[src/rtl/dir_pkg.sv]
`timescale 1ns/1ps
// Shared codes of the home directory controller.
// Assumes: the encodings below are visible on the top module ports.
package dir_pkg;

    typedef enum logic [2:0] {
        RQ_READ  = 3'd0,
        RQ_RDEX  = 3'd1,
        RQ_UPG   = 3'd2,
        RQ_WB    = 3'd3,
        RQ_SHWB  = 3'd4,
        RQ_DOWN  = 3'd5,
        RQ_XFER  = 3'd6,
        RQ_PMARK = 3'd7
    } req_e;

    typedef enum logic [2:0] {
        ST_UNOWNED = 3'd0,
        ST_SHARED  = 3'd1,
        ST_EXCL    = 3'd2,
        ST_BSY_UN  = 3'd3,
        ST_BSY_SH  = 3'd4,
        ST_BSY_EX  = 3'd5,
        ST_POISON  = 3'd6
    } dir_state_e;

    typedef enum logic [3:0] {
        RSP_DATA_SH = 4'd0,
        RSP_DATA_EX = 4'd1,
        RSP_UPG_ACK = 4'd2,
        RSP_SPEC    = 4'd3,
        RSP_NACK    = 4'd4,
        RSP_WB_ACK  = 4'd5,
        RSP_DONE    = 4'd6,
        RSP_POISON  = 4'd7,
        RSP_ERR     = 4'd8
    } rsp_e;

endpackage

[src/rtl/dir_store.sv]
`timescale 1ns/1ps
// Directory entry array: one packed entry per line.
// Assumes: one asynchronous read port and one synchronous write port. An
// all-zero entry means unowned with no sharers.
module dir_store #(
    parameter int DEPTH = 16,
    parameter int W     = 16
) (
    input  logic                     clk,
    input  logic                     rst_n,
    input  logic [$clog2(DEPTH)-1:0] rd_idx,
    output logic [W-1:0]             rd_data,
    input  logic                     wr_en,
    input  logic [$clog2(DEPTH)-1:0] wr_idx,
    input  logic [W-1:0]             wr_data
);
    logic [W-1:0] ent_q [DEPTH];

    // Clear every entry on reset; otherwise store the committed update.
    always_ff @(posedge clk) begin
        if (!rst_n) begin
            for (int i = 0; i < DEPTH; i++) ent_q[i] <= '0;
        end else if (wr_en) begin
            ent_q[wr_idx] <= wr_data;
        end
    end

    // Present the addressed entry to the decision logic.
    assign rd_data = ent_q[rd_idx];
endmodule

[src/rtl/dir_popcnt.sv]
`timescale 1ns/1ps
// Population count of the invalidation mask.
// Assumes: CW is wide enough to hold N.
module dir_popcnt #(
    parameter int N  = 8,
    parameter int CW = 4
) (
    input  logic [N-1:0]  vec,
    output logic [CW-1:0] cnt
);
    logic [CW-1:0] part [N+1];

    assign part[0] = '0;
    for (genvar i = 0; i < N; i++) begin : g_acc
        // Add one mask bit to the running count.
        assign part[i+1] = part[i] + CW'(vec[i]);
    end
    assign cnt = part[N];
endmodule

[src/rtl/dir_decide.sv]
`timescale 1ns/1ps
// Next-state and action decision for one directory entry.
// Assumes: one request per call. Owner and pending fields are meaningful
// only in exclusive and busy states. Purely combinational.
module dir_decide
    import dir_pkg::*;
#(
    parameter int N_NODES = 8,
    localparam int NW     = $clog2(N_NODES)
) (
    input  req_e               typ,
    input  logic [NW-1:0]      node,
    input  dir_state_e         cur_st,
    input  logic [N_NODES-1:0] cur_sh,
    input  logic [NW-1:0]      cur_own,
    input  logic [NW-1:0]      cur_pend,
    output dir_state_e         nxt_st,
    output logic [N_NODES-1:0] nxt_sh,
    output logic [NW-1:0]      nxt_own,
    output logic [NW-1:0]      nxt_pend,
    output logic               commit,
    output rsp_e               kind,
    output logic               fwd_v,
    output logic [NW-1:0]      fwd_n,
    output logic [N_NODES-1:0] inv
);
    localparam logic [N_NODES-1:0] ONE = N_NODES'(1);

    logic [N_NODES-1:0] req_bit;
    logic [N_NODES-1:0] own_bit;
    logic [N_NODES-1:0] pend_bit;
    logic               is_owner;
    logic               busy;

    // Decode node numbers into presence-vector positions.
    always_comb begin
        req_bit  = ONE << node;
        own_bit  = ONE << cur_own;
        pend_bit = ONE << cur_pend;
        is_owner = (cur_own == node);
        busy     = (cur_st == ST_BSY_UN) || (cur_st == ST_BSY_SH) || (cur_st == ST_BSY_EX);
    end

    // Choose the transition, the reply and any forward or invalidation.
    always_comb begin
        nxt_st   = cur_st;
        nxt_sh   = cur_sh;
        nxt_own  = cur_own;
        nxt_pend = cur_pend;
        commit   = 1'b0;
        kind     = RSP_ERR;
        fwd_v    = 1'b0;
        fwd_n    = cur_own;
        inv      = '0;
        if (cur_st == ST_POISON) begin
            kind = RSP_POISON;
        end else if (busy && (typ == RQ_READ || typ == RQ_RDEX || typ == RQ_UPG || typ == RQ_PMARK)) begin
            kind = RSP_NACK;
        end else begin
            case (typ)
                RQ_READ, RQ_RDEX: begin
                    if (cur_st == ST_UNOWNED) begin
                        nxt_st  = ST_EXCL;
                        nxt_own = node;
                        nxt_sh  = '0;
                        commit  = 1'b1;
                        kind    = RSP_DATA_EX;
                    end else if (cur_st == ST_SHARED && typ == RQ_READ) begin
                        nxt_sh = cur_sh | req_bit;
                        commit = 1'b1;
                        kind   = RSP_DATA_SH;
                    end else if (cur_st == ST_SHARED) begin
                        inv     = cur_sh & ~req_bit;
                        nxt_st  = ST_EXCL;
                        nxt_own = node;
                        nxt_sh  = '0;
                        commit  = 1'b1;
                        kind    = RSP_DATA_EX;
                    end else if (is_owner) begin
                        kind = RSP_DATA_EX;
                    end else begin
                        nxt_st   = (typ == RQ_READ) ? ST_BSY_SH : ST_BSY_EX;
                        nxt_pend = node;
                        commit   = 1'b1;
                        kind     = RSP_SPEC;
                        fwd_v    = 1'b1;
                        fwd_n    = cur_own;
                    end
                end
                RQ_UPG: begin
                    if (cur_st == ST_SHARED && cur_sh[node]) begin
                        inv     = cur_sh & ~req_bit;
                        nxt_st  = ST_EXCL;
                        nxt_own = node;
                        nxt_sh  = '0;
                        commit  = 1'b1;
                        kind    = RSP_UPG_ACK;
                    end else begin
                        kind = RSP_NACK;
                    end
                end
                RQ_WB: begin
                    if (is_owner && cur_st == ST_EXCL) begin
                        nxt_st = ST_UNOWNED;
                        nxt_sh = '0;
                        commit = 1'b1;
                        kind   = RSP_WB_ACK;
                    end else if (is_owner && cur_st == ST_BSY_SH) begin
                        nxt_st = ST_SHARED;
                        nxt_sh = pend_bit;
                        commit = 1'b1;
                        kind   = RSP_WB_ACK;
                        fwd_v  = 1'b1;
                        fwd_n  = cur_pend;
                    end else if (is_owner && cur_st == ST_BSY_EX) begin
                        nxt_st  = ST_EXCL;
                        nxt_own = cur_pend;
                        commit  = 1'b1;
                        kind    = RSP_WB_ACK;
                        fwd_v   = 1'b1;
                        fwd_n   = cur_pend;
                    end
                end
                RQ_SHWB, RQ_DOWN: begin
                    if (is_owner && cur_st == ST_BSY_SH) begin
                        nxt_st = ST_SHARED;
                        nxt_sh = own_bit | pend_bit;
                        commit = 1'b1;
                        kind   = RSP_DONE;
                    end
                end
                RQ_XFER: begin
                    if (is_owner && cur_st == ST_BSY_EX) begin
                        nxt_st  = ST_EXCL;
                        nxt_own = cur_pend;
                        commit  = 1'b1;
                        kind    = RSP_DONE;
                    end
                end
                RQ_PMARK: begin
                    if (cur_st == ST_UNOWNED) begin
                        nxt_st = ST_POISON;
                        commit = 1'b1;
                        kind   = RSP_DONE;
                    end else begin
                        kind = RSP_NACK;
                    end
                end
            endcase
        end
    end
endmodule

[src/rtl/home_dir_ctrl.sv]
`timescale 1ns/1ps
// Home directory coherence controller.
// Looks up the addressed entry, decides the transition in the same cycle,
// writes it back, and registers the response for the next cycle.
// Assumes: N_LINES and N_NODES are powers of two; one request per cycle.
module home_dir_ctrl
    import dir_pkg::*;
#(
    parameter int N_NODES = 8,
    parameter int N_LINES = 16
) (
    input  logic                         clk,
    input  logic                         rst_n,
    input  logic                         req_valid,
    output logic                         req_ready,
    input  logic [2:0]                   req_type,
    input  logic [$clog2(N_LINES)-1:0]   req_line,
    input  logic [$clog2(N_NODES)-1:0]   req_node,
    output logic                         rsp_valid,
    output logic [3:0]                   rsp_kind,
    output logic [$clog2(N_NODES)-1:0]   rsp_dest,
    output logic [2:0]                   rsp_state,
    output logic                         rsp_fwd_valid,
    output logic [$clog2(N_NODES)-1:0]   rsp_fwd_node,
    output logic [N_NODES-1:0]           rsp_inv_mask,
    output logic [$clog2(N_NODES):0]     rsp_inv_count
);
    localparam int NW = $clog2(N_NODES);
    localparam int CW = NW + 1;
    localparam int EW = 3 + N_NODES + 2 * NW;

    logic [EW-1:0]      rd_ent;
    logic [EW-1:0]      wr_ent;
    logic [2:0]         cur_st_raw;
    dir_state_e         cur_st;
    logic [N_NODES-1:0] cur_sh;
    logic [NW-1:0]      cur_own;
    logic [NW-1:0]      cur_pend;
    dir_state_e         nxt_st;
    logic [N_NODES-1:0] nxt_sh;
    logic [NW-1:0]      nxt_own;
    logic [NW-1:0]      nxt_pend;
    logic               dec_commit;
    rsp_e               dec_kind;
    logic               dec_fwd_v;
    logic [NW-1:0]      dec_fwd_n;
    logic [N_NODES-1:0] dec_inv;
    logic [CW-1:0]      dec_cnt;
    logic               accept;

    assign accept = req_valid && req_ready;

    // Split the stored entry into its fields.
    assign {cur_st_raw, cur_sh, cur_own, cur_pend} = rd_ent;
    assign cur_st = dir_state_e'(cur_st_raw);
    assign wr_ent = {nxt_st, nxt_sh, nxt_own, nxt_pend};

    dir_store #(.DEPTH(N_LINES), .W(EW)) u_store (
        .clk     (clk),
        .rst_n   (rst_n),
        .rd_idx  (req_line),
        .rd_data (rd_ent),
        .wr_en   (accept && dec_commit),
        .wr_idx  (req_line),
        .wr_data (wr_ent)
    );

    dir_decide #(.N_NODES(N_NODES)) u_decide (
        .typ      (req_e'(req_type)),
        .node     (req_node),
        .cur_st   (cur_st),
        .cur_sh   (cur_sh),
        .cur_own  (cur_own),
        .cur_pend (cur_pend),
        .nxt_st   (nxt_st),
        .nxt_sh   (nxt_sh),
        .nxt_own  (nxt_own),
        .nxt_pend (nxt_pend),
        .commit   (dec_commit),
        .kind     (dec_kind),
        .fwd_v    (dec_fwd_v),
        .fwd_n    (dec_fwd_n),
        .inv      (dec_inv)
    );

    dir_popcnt #(.N(N_NODES), .CW(CW)) u_popcnt (
        .vec (dec_inv),
        .cnt (dec_cnt)
    );

    // Open the request port once reset has been released.
    always_ff @(posedge clk) begin
        if (!rst_n) req_ready <= 1'b0;
        else        req_ready <= 1'b1;
    end

    // Register the response of the accepted request.
    always_ff @(posedge clk) begin
        if (!rst_n) begin
            rsp_valid     <= 1'b0;
            rsp_kind      <= '0;
            rsp_dest      <= '0;
            rsp_state     <= '0;
            rsp_fwd_valid <= 1'b0;
            rsp_fwd_node  <= '0;
            rsp_inv_mask  <= '0;
            rsp_inv_count <= '0;
        end else begin
            rsp_valid <= accept;
            if (accept) begin
                rsp_kind      <= dec_kind;
                rsp_dest      <= req_node;
                rsp_state     <= dec_commit ? nxt_st : cur_st;
                rsp_fwd_valid <= dec_fwd_v;
                rsp_fwd_node  <= dec_fwd_n;
                rsp_inv_mask  <= dec_inv;
                rsp_inv_count <= dec_cnt;
            end
        end
    end


    rsp_follows_accept_chk: assert property (@(posedge clk) disable iff (!rst_n)
        accept |=> rsp_valid);


    rsp_quiet_chk: assert property (@(posedge clk) disable iff (!rst_n)
        !accept |=> !rsp_valid);


    busy_nack_chk: assert property (@(posedge clk) disable iff (!rst_n)
        (accept && (cur_st == ST_BSY_UN || cur_st == ST_BSY_SH || cur_st == ST_BSY_EX)
         && (req_type == RQ_READ || req_type == RQ_RDEX || req_type == RQ_UPG))
        |=> (rsp_kind == RSP_NACK && rsp_state == $past(cur_st_raw)));


    inv_excludes_req_chk: assert property (@(posedge clk) disable iff (!rst_n)
        rsp_valid |-> !rsp_inv_mask[rsp_dest]);


    inv_count_chk: assert property (@(posedge clk) disable iff (!rst_n)
        rsp_valid |-> (rsp_inv_count == CW'($countones(rsp_inv_mask))));


    fwd_kind_chk: assert property (@(posedge clk) disable iff (!rst_n)
        (rsp_valid && rsp_fwd_valid) |-> (rsp_kind == RSP_SPEC || rsp_kind == RSP_WB_ACK));


    poison_hold_chk: assert property (@(posedge clk) disable iff (!rst_n)
        (accept && cur_st == ST_POISON) |=> (rsp_kind == RSP_POISON && rsp_state == ST_POISON));
endmodule

[config.mk]
export PLATFORM = sky130hd
export DESIGN_NAME = home_dir_ctrl
export DESIGN_NICKNAME = d
export VERILOG_FILES = /design/src/rtl/dir_pkg.sv /design/src/rtl/dir_store.sv /design/src/rtl/dir_popcnt.sv /design/src/rtl/dir_decide.sv /design/src/rtl/home_dir_ctrl.sv
export SDC_FILE = /design/constraint.sdc
export NUM_CORES = 1
export LEC_CHECK = 0
export ABC_AREA = 0
export BUFFER_PORTS_ARGS = -buffer_cell sky130_fd_sc_hd__buf_2
export CAP_MARGIN = 20
export CORE_MARGIN = 2
export CORE_UTILIZATION = 39
export DETAILED_ROUTE_END_ITERATION = 12
export SYNTH_ARGS = -nofsm -noshare
export SYNTH_HDL_FRONTEND = slang
export SYNTH_SLANG_ARGS = --single-unit
[constraint.sdc]
create_clock -name clk -period 5.8 [get_ports clk]
set_clock_uncertainty 0.15 [all_clocks]
set_input_delay 0.29 -clock clk [delete_from_list [all_inputs] [get_ports clk]]
set_output_delay 0.29 -clock clk [all_outputs]
set_load 0.05 [all_outputs]
==> results of run 1 <==
## cell type report
class	count	area share [%]
Timing Repair Buffer	124	4.97
Sequential cell	300	51.1
Clock buffer	48	5.64
Multi-Input combinational cell	775	33.6
Clock inverter	14	0.696
Tap cell	518	3.80
Inverter	8	0.176
## per-layer routing
| metal | global-route usage [%] | vias up | share of wire, % |
|---|---|---|---|
| met5 | 0 | - | 0 |
| met4 | 5.93 | 0 | 2.2 |
| met3 | 3.08 | 69 | 7.0 |
| met2 | 34.6 | 455 | 48 |
| met1 | 31.0 | 5275 | 43 |
| li1 | - | 4567 | - |
## per-stage QoR
step / util (%) / hold WS [ns] / total power, µW / area [µm²] / instances
2_1_floorplan: - / 0.168 / 2970 / 15200 / 1186
3_3_place_gp: 41.5 / 0.295 / 3200 / 16000 / 1724
3_5_place_dp: 41.5 / 0.296 / 3210 / 16000 / 1724
4_1_cts: 44.4 / 0.00980 / 5290 / 17100 / 1787
5_1_grt: 44.4 / 0.0292 / 5430 / 17100 / 1787
6_report: 44.4 / 0.0320 / 5260 / 17100 / 1787
## final timing paths
path	to	cells after the start	start
worst max-delay path	rsp_inv_count[1]$_SDFFE_PN0P_	17	u_store.ent_q[0][16]$_SDFFCE_PN0P_
worst min-delay path	rsp_dest[1]$_SDFFE_PN0P_	3	req_node[1]
worst max register to register	rsp_inv_count[1]$_SDFFE_PN0P_	17	u_store.ent_q[0][16]$_SDFFCE_PN0P_
worst min register to register	rsp_inv_mask[5]$_SDFFE_PN0P_	2	rsp_inv_mask[5]$_SDFFE_PN0P_
## flip-flops by register name, summed over array words and instances (netlist names)
| signal | cells |
|---|---|
| rsp_fwd_node | 3 |
| rsp_dest | 3 |
| rsp_state | 3 |
| rsp_valid | 1 |
| u_store.ent_q | 272 |
| req_ready | 1 |
| rsp_inv_mask | 8 |
| rsp_inv_count | 4 |
| rsp_kind | 4 |
| rsp_fwd_valid | 1 |
## power by group
group	internal, µW	leakage (µW)	total (µW)	switching [µW]
registers	2420	0.00304	2450	23.1
clock network	1220	0.000529	2090	876
logic	217	0.00259	723	505
## timing repair
action,CTS,global route
endpoints found under the hold margin,1,0
hold buffers,1,0
gates resized for setup,0,0
## layout by cell type (no fill, tap or decap), drive strengths merged, types with 7 or more instances in the layout
| master | instances |
|---|---|
| a21boi | 14 |
| a21oi | 64 |
| a222oi | 8 |
| a22oi | 29 |
| and2 | 13 |
| and3 | 12 |
| buf | 123 |
| clkbuf | 48 |
| clkinv | 8 |
| dfxtp | 28 |
| edfxtp | 272 |
| inv | 11 |
| mux2i | 46 |
| mux4 | 53 |
| nand2 | 89 |
| nand2b | 8 |
| nand3 | 15 |
| nand4 | 24 |
| nor2 | 261 |
| nor2b | 13 |
| nor3 | 10 |
| nor4 | 7 |
| o21ai | 18 |
| o31ai | 9 |
## kinds of logic (layout without fill, tap and decap cells)
group | Yosys count | in the layout
fa+ha+maj | 7 | 7
mux | 104 | 104
buf+inv | 111 | 194
flops | 300 | 300
simple gates | 465 | 465
xor+xnor | 2 | 2
compound gates | 197 | 197
## critical path, cell delays in order (launching register included)
cell and delay, ns:
edfxtp_1 0.45, mux4_2 0.49, nand2_1 0.16, and4_1 0.30, nand2_2 0.14, nor2_1 0.24
nand2_1 0.11, a221oi_1 0.34, buf_4 0.27, and3_1 0.20, fa_1 0.45, fa_1 0.51
inv_1 0.05, fa_1 0.35, inv_1 0.09, fa_1 0.41, nand2_1 0.06, a21boi_0 0.07
==> run metrics, run 1 <==
Synth Register Bits 300; largest family of logic cells by synthesized area simple AND/OR/NAND/NOR gates; initial DRC count 1269; CP startpoint kind flip-flop; Synth Instances 1186; # DRC 0; die area 0.0405 mm²; area leader, netlist edfxtp_1; Mapped Area 0.0152 mm²; Placer Congestion 0.900; Slew @ Worst Pin 0.895 ns; gr usage total between 20 and 25%; hold crit path type input port to flip-flop; unrepaired setup endpoints after global routing no; global route total overflow 0; share of the synthesized area in the top cell type between 50% and 60%; Cell Pwr Density slightly above 300 mW/mm²; input/output buffers 40; vias in the first global route 10200; Num CTS Buffers 34; Crit Path Category flip-flop to flip-flop; CTS tree done; simple-gate area share of the yosys netlist 15.9%; Worst Path Max Fanout 16; Post-DP HPWL 28.7 mm; num ports 41; setup_tns 0 ns; most frequent cells after synthesis edfxtp_1, nor2_1, nand2_1; CTS sink count 300; f_max 201 MHz; Slew HR around 40%; first-pass GRT wire length 65.9 mm; Adder-Cell Fraction of Synth Area less than 1%; P_leak roughly 0.006 µW; post-synthesis cell type count 81; vias per inst 5.80; Layout Area Growth over Synthesis 12.6%; Max IR drop VDD about 0.28 mV; share of cells above drive strength 1 26.9%; mux cell area share after synthesis 11.4%; Net Count, Synth 1206; CORE AREA 0.0385 mm²; Ant. Diodes 0; Final setup viols 0; async set-reset flop share out of synthesis 0%; fin. max-slew vios 0; die extent in x ~200 µm; vias roughly 10000; WP data arrival 5.23 ns; number of max-cap violations 0; Initial Util 39.4%; Post-CTS Setup Bufs 0; Die H between 200 and 250 µm; drt pass-1 iters 6; sequential area share after synthesis 57.6%; final wirelength 43.5 mm; slack of the critical path 0.826 ns; FF-to-FF setup slack 0.83 ns; initial antenna violation count 0; nets 1263; Worst-path clk slew 0.07 ns; CP Data Required Time between 6 and 7 ns; Final Hold Vio Count 0; Main synth FF type edfxtp_1; Final period util 85.8%; clock tree buffer depth 3; Setup WS pre-CTS approximately 0.28 ns; # rows 72; worst skew pair latency 0.53 ns; top-count cell post-synth edfxtp_1; Root Buffer clkbuf_16; Routed Antenna Nets 0; number of synthesized flops with an enable pin 272; CTS H-tree depth 2; Area contributors post-synth edfxtp_1, mux4_2, nor2_1; Synth Area per Inst 12.8 µm²; Syn. warnings 0; Multi-input gate area approximately 0.0057 mm²; DR WL/cell 24.4 µm; run status finished, final reports clean; crit path time final 4.97 ns; register area just under 0.009 mm²; critical path endpoint category flip-flop; Filler cells 3509; largest net degree at the start of global routing 45; XOR/XNOR Fraction of Synth Area less than 1%; Synth Area in Compound Gates 9.46%
No activity file was read; power rests on OpenSTA's default activity.
==> run 2, diff against run 1 <==
--- a/config.mk
+++ b/config.mk
@@ -10,6 +10,7 @@
 export CAP_MARGIN = 20
 export CORE_MARGIN = 2
 export CORE_UTILIZATION = 39
+export CTS_BUF_LIST = sky130_fd_sc_hd__clkbuf_16
 export DETAILED_ROUTE_END_ITERATION = 12
 export SYNTH_ARGS = -nofsm -noshare
 export SYNTH_HDL_FRONTEND = slang
==> run metrics, run 2 (synthesis gave the netlist of run 1 again) <==
run status finished, final reports clean; hold crit path type input port to flip-flop; Post-CTS Setup Bufs 0 (unchanged); global route total overflow 0 (unchanged); Hold EP rsp_dest[1]$_SDFFE_PN0P_; vias 10300 (-0.62%); worst r2r src u_store.ent_q[1][16]$_SDFFCE_PN0P_; Routed Antenna Nets 0 (unchanged); most frequent cells in the layout edfxtp_1, nor2_1, nand2_1, buf_4, nor2_2; initial DRC count 1381 (+8.8%); WP data arrival 5.22 ns (about the same); commonest non-fill, non-tap cell in the layout edfxtp_1; Seq pwr share 47.1% (+0.6 points); crit path time final 4.96 ns (-0.00941 ns); first-pass GRT wire length 65.8 mm (-0.15%); unrepaired setup endpoints after global routing no; CTS H-tree depth 2 (unchanged); gr usage total 21.6% (-0.029 points); DR WL/cell 24.3 µm (-0.13%); input/output buffers 40 (unchanged); CTS tree done; Regs by FF count u_store.ent_q x272, rsp_inv_mask x8; largest net degree at the start of global routing 45 (unchanged); CTS sink count 300 (unchanged); Worst Path Max Fanout 16 (unchanged); share of cells above drive strength 1 26.6% (-0.32 points); Worst Hold Launch req_node[1]; num ports 41 (unchanged); Reg with most FFs u_store.ent_q; fin. max-slew vios 0 (unchanged); Placer Congestion 0.900 (unchanged); Layout Area Growth over Synthesis 12.4%; Slew HR 37.2% (-3.1 points); f_max 201 MHz (+0.19%); net switching fraction of the power 27.1% (+0.40 points); placed insts 1724 (unchanged); vias in the first global route 10200 (+0.059%); Psw 1410 µW (+0.31%); busiest layer in global routing met2; Final setup viols 0 (unchanged); M3 GR Usage 3.14% (+0.065 points); Post-DP HPWL 28.7 mm (unchanged); cells on worst reg2reg path 17 (unchanged); Final period util 85.6% (-0.16 points); Final Hold Vio Count 0 (unchanged); # rows 72 (unchanged); Cell Pwr Density 305 mW/mm² (-0.97%); number of max-cap violations 0 (unchanged); clock tree buffer depth 3 (unchanged); Worst-path clk slew 0.06 ns (about the same); initial antenna violation count 0 (unchanged); CORE AREA 0.0385 mm² (unchanged); P_int 3790 µW (-1.7%); final instance area 0.0170 mm² (-0.22%); drt pass-1 iters 6 (unchanged); CP startpoint kind flip-flop; worst skew pair latency 0.53 ns (about the same); worst flop-to-flop path endpoint rsp_inv_count[1]$_SDFFE_PN0P_; max reg flops 272 (unchanged); WHS Path Cells 3 (unchanged); GRT met1 Usage 30.9% (-0.068 points); Ant. Diodes 0 (unchanged); PnR Total Power 5200 µW (-1.2%); final core utilization 44.3% (-0.098 points); Die H 201 µm (unchanged); Num CTS Buffers 34 (unchanged); Max IR drop VDD 0.277 mV (+0.63%); FF-to-FF setup slack 0.84 ns (about the same); CP Data Required Time 6.06 ns (about the same); Global Route met2 Usage 34.5% (-0.037 points); nets 1263 (unchanged); Filler cells 3512 (+0.085%); critical path endpoint category flip-flop; register area 0.00873 mm² (unchanged); Root Buffer clkbuf_16; final cell count without fillers 1787 (unchanged); die extent in x 201 µm (unchanged); setup_tns 0 ns (unchanged); # DRC 0 (unchanged); vias per inst 5.76 (-0.62%); Initial Util 39.4% (unchanged); final wirelength 43.5 mm (-0.13%); placed inst area 0.0160 mm² (unchanged); Clock power frac 39.0% (-0.7 points); P_leak 0.00618 µW (+0.33%); Slew @ Worst Pin 0.942 ns (+0.0470 ns); Multi-input gate area 0.00574 mm² (unchanged); Crit Path Category flip-flop to flip-flop; die area 0.0405 mm² (unchanged); Comb pwr share 13.9% (+0.2 points)
==> run 2: changes by cell type in the layout (fill, tap and decap cells not counted) <==
cell,change
clkbuf_1,-8
clkinv_1,+2
inv_1,+10
clkbuf_4,-2
clkbuf_8,-3
inv_2,+1
==> run 2: per-stage QoR <==
step	hold WS, ns	setup slack [ns]
CTS	0.00980	0.843
global route	0.0292	0.538
finish	0.0287	0.836
detailed placement	0.296	0.275
global placement	0.295	0.315
floorplan	0.168	0.633
==> run 2: repair_timing <==
action | 4_1_cts | 5_1_grt
setup endpoints to repair | 0 | 0
hold endpoints to repair | 1 | 0
hold buffers | 1 | 0
gates resized for setup | 0 | 0
==> run 2: worst max-delay path, stage by stage, from the launching register on <==
cell and delay (ns):
edfxtp_1 0.46, mux4_2 0.49, nand2_1 0.16, and4_1 0.30, nand2_2 0.14, nor2_1 0.24, nand2_1 0.11, a221oi_1 0.33
buf_4 0.27, and3_1 0.20, fa_1 0.45, fa_1 0.51, inv_1 0.05, fa_1 0.35, inv_1 0.09, fa_1 0.41
nand2_1 0.06, a21boi_0 0.07
==> run 2: how the worst max path moves through the flow <==
| stage | cells after the start | slack [ns] | from | end |
|---|---|---|---|---|
| 2_1_floorplan | 20 | 0.63 | req_line[0] | rsp_inv_count[1]$_SDFFE_PN0P_ |
| 3_3_place_gp | 19 | 0.32 | req_line[1] | rsp_inv_count[1]$_SDFFE_PN0P_ |
| 3_5_place_dp | 19 | 0.28 | req_line[1] | rsp_inv_count[1]$_SDFFE_PN0P_ |
| 4_1_cts | 19 | 0.84 | req_line[1] | rsp_inv_count[1]$_SDFFE_PN0P_ |
| 5_1_grt | 19 | 0.54 | req_line[1] | rsp_inv_count[1]$_SDFFE_PN0P_ |
| 6_report | 17 | 0.84 | u_store.ent_q[1][16]$_SDFFCE_PN0P_ | rsp_inv_count[1]$_SDFFE_PN0P_ |
==> run 2: layout make-up <==
cell class              instances  share of cell area, %
clock buffers                  35                   5.14
clock inverters                27                  0.984
inverters                       8                  0.176
multi-input cells             775                   33.7
flip-flops and latches        300                   51.2
well taps                     518                   3.80
repair buffers                124                   4.98
==> run 2: per-layer routing <==
layer  share of wire (%)  wire, µm
met1                  43     18800
met2                  48     20800
met3                 6.8      2940
met4                 2.1       921
met5                   0         0
==> run 2: power groups by stage <==
| stage | Clock (µW) | Sequential, µW | Combinational [µW] |
|---|---|---|---|
| after floorplan | 0 | 2510 | 464 |
| after global placement | 0 | 2490 | 708 |
| after detailed placement | 0 | 2490 | 715 |
| after CTS | 2050 | 2450 | 718 |
| after global routing | 2150 | 2450 | 767 |
| final | 2030 | 2450 | 724 |
==> run 3, diff against run 2 <==
==> constraint.sdc (replaced) <==
create_clock -name clk -period 6.2 [get_ports clk]
set_clock_uncertainty 0.15 [all_clocks]
set_input_delay 0.31 -clock clk [delete_from_list [all_inputs] [get_ports clk]]
set_output_delay 0.31 -clock clk [all_outputs]
set_load 0.05 [all_outputs]
==> run metrics, run 3 (synthesis gave the netlist of run 1 again) <==
CTS tree done; global route total overflow 0 (unchanged); cells on worst reg2reg path 17 (unchanged); vias 10400 (+0.79%); number of max-cap violations 0 (unchanged); vias per inst 5.82 (+0.90%); worst flop-to-flop path endpoint rsp_inv_count[1]$_SDFFE_PN0P_; first-pass GRT wire length 66.2 mm (+0.60%); nets 1262 (-0.079%); input/output buffers 40 (unchanged); f_max 193 MHz; P_leak 0.00618 µW (+0.15%); share of cells above drive strength 1 26.9% (+0.30 points); CP startpoint req_line[1]; PnR Total Power 4970 µW (-4.3%); Worst-path clk slew 0.06 ns (about the same); worst r2r src u_store.ent_q[3][15]$_SDFFCE_PN0P_; Crit Path Category input port to flip-flop; crit path time final 5.18 ns; Slew HR 31.5% (-5.8 points); commonest non-fill, non-tap cell in the layout edfxtp_1; largest net degree at the start of global routing 45 (unchanged); CTS H-tree depth 2 (unchanged); Final setup viols 0 (unchanged); Reg with most FFs u_store.ent_q; worst skew pair latency 0.54 ns (about the same); Regs by FF count u_store.ent_q x272, rsp_inv_mask x8; CTS Hold Buffers Added 0 (-1); Cell Pwr Density 290 mW/mm² (-4.9%); Layout Area Growth over Synthesis 13.0%; post-CTS sizing 0 (unchanged); Placer Congestion 0.922 (+2.4%); Final period util 83.5%; drt pass-1 iters 6 (unchanged); placed inst area 0.0160 mm² (+0.31%); # DRC 0 (unchanged); final wirelength 44.0 mm (+1.2%); Worst Setup EP rsp_inv_count[1]$_SDFFE_PN0P_; Max IR drop VDD 0.234 mV (-15%); CP startpoint kind input port; num ports 41 (unchanged); die extent in x 201 µm (unchanged); die area 0.0405 mm² (unchanged); setup_tns 0 ns (unchanged); FF-to-FF setup slack 1.18 ns (+0.34 ns); critical path endpoint category flip-flop; CP Data Required Time 6.46 ns (+0.40 ns); Slew @ Worst Pin 1.03 ns (+0.0866 ns); fin. max-slew vios 0 (unchanged); vias in the first global route 10300 (+1.2%); clock tree buffer depth 3 (unchanged); Root Buffer clkbuf_16; CORE AREA 0.0385 mm² (unchanged); CTS sink count 300 (unchanged); Final Hold Vio Count 0 (unchanged); Filler cells 3551 (+1.1%); Die H 201 µm (unchanged); unrepaired setup endpoints after global routing no; WP data arrival 5.44 ns (+0.22 ns); DR WL/cell 24.6 µm (+1.3%); initial DRC count 1232 (-11%); final instance area 0.0171 mm² (+0.59%); Num CTS Buffers 34 (unchanged); run status finished, final reports clean; Initial Util 39.4% (unchanged); final core utilization 44.5% (+0.26 points); hold slack 0.0399 ns (+0.0112 ns); Post-DP HPWL 28.8 mm (+0.40%); Routed Antenna Nets 0 (unchanged); hold crit path type input port to flip-flop; Post-CTS Setup Bufs 0 (unchanged); gr usage total 21.8% (+0.16 points); most frequent cells in the layout edfxtp_1, nor2_1, nand2_1, buf_4, nor2_2; Worst Path Max Fanout 44 (+28); max reg flops 272 (unchanged); initial antenna violation count 1 (+1); # rows 72 (unchanged)
run 3: how the worst min path moves through the flow:
| stage | end | depth (start not counted) | slack, ns | start |
|---|---|---|---|---|
| finish | rsp_dest[0]$_SDFFE_PN0P_ | 3 | 0.04 | req_node[0] |
| global route | rsp_dest[0]$_SDFFE_PN0P_ | 3 | 0.05 | req_node[0] |
| CTS | rsp_dest[0]$_SDFFE_PN0P_ | 3 | 0.02 | req_node[0] |
| detailed placement | rsp_dest[0]$_SDFFE_PN0P_ | 2 | 0.30 | rsp_dest[0]$_SDFFE_PN0P_ |
| global placement | rsp_inv_mask[5]$_SDFFE_PN0P_ | 2 | 0.29 | rsp_inv_mask[5]$_SDFFE_PN0P_ |
| floorplan | req_ready$_DFF_P_ | 0 | 0.19 | rst_n |
run 3: critical path, stage by stage:
cell and delay, ns:
buf_4 0.58, buf_4 0.49, mux2i_1 0.15, a22oi_1 0.24
a211oi_1 0.11, a2111o_1 0.41, a22oi_2 0.17, nand2_1 0.10
a221oi_1 0.34, buf_4 0.27, and3_1 0.20, fa_1 0.44
fa_1 0.51, inv_1 0.05, fa_1 0.36, inv_1 0.09
fa_1 0.41, nand2_1 0.06, a21boi_0 0.07
run 3: power by group:
group / switching (µW) / internal (µW) / total, µW
Clock: 837 / 1160 / 2000
Sequential: 21.6 / 2270 / 2290
Combinational: 479 / 205 / 685
run 3: through the flow:
step	std cells	setup slack (ns)
after CTS	1784	1.00
after floorplan	1186	1.01
after global routing	1784	0.593
final	1785	1.02
after global placement	1724	0.459
after detailed placement	1724	0.463
run 3: layout make-up:
cell class	instances	area [µm²]	area share, %
timing repair buffer	123	888	5.18
clock buffer	35	876	5.11
antenna	1	2.50	0.0146
multi-input combinational	775	5740	33.5
sequential	300	8730	50.9
tap	518	648	3.78
inverter	8	30.0	0.175
clock inverter	25	225	1.31
run 3: per-layer routing:
metal  wire, µm  vias up  track usage [%]
li1           -     4570                -
met1      18800     5249             31.2
met2      20600      489             34.6
met3       3530       75             3.09
met4        995        0             6.14
met5          0        -                0
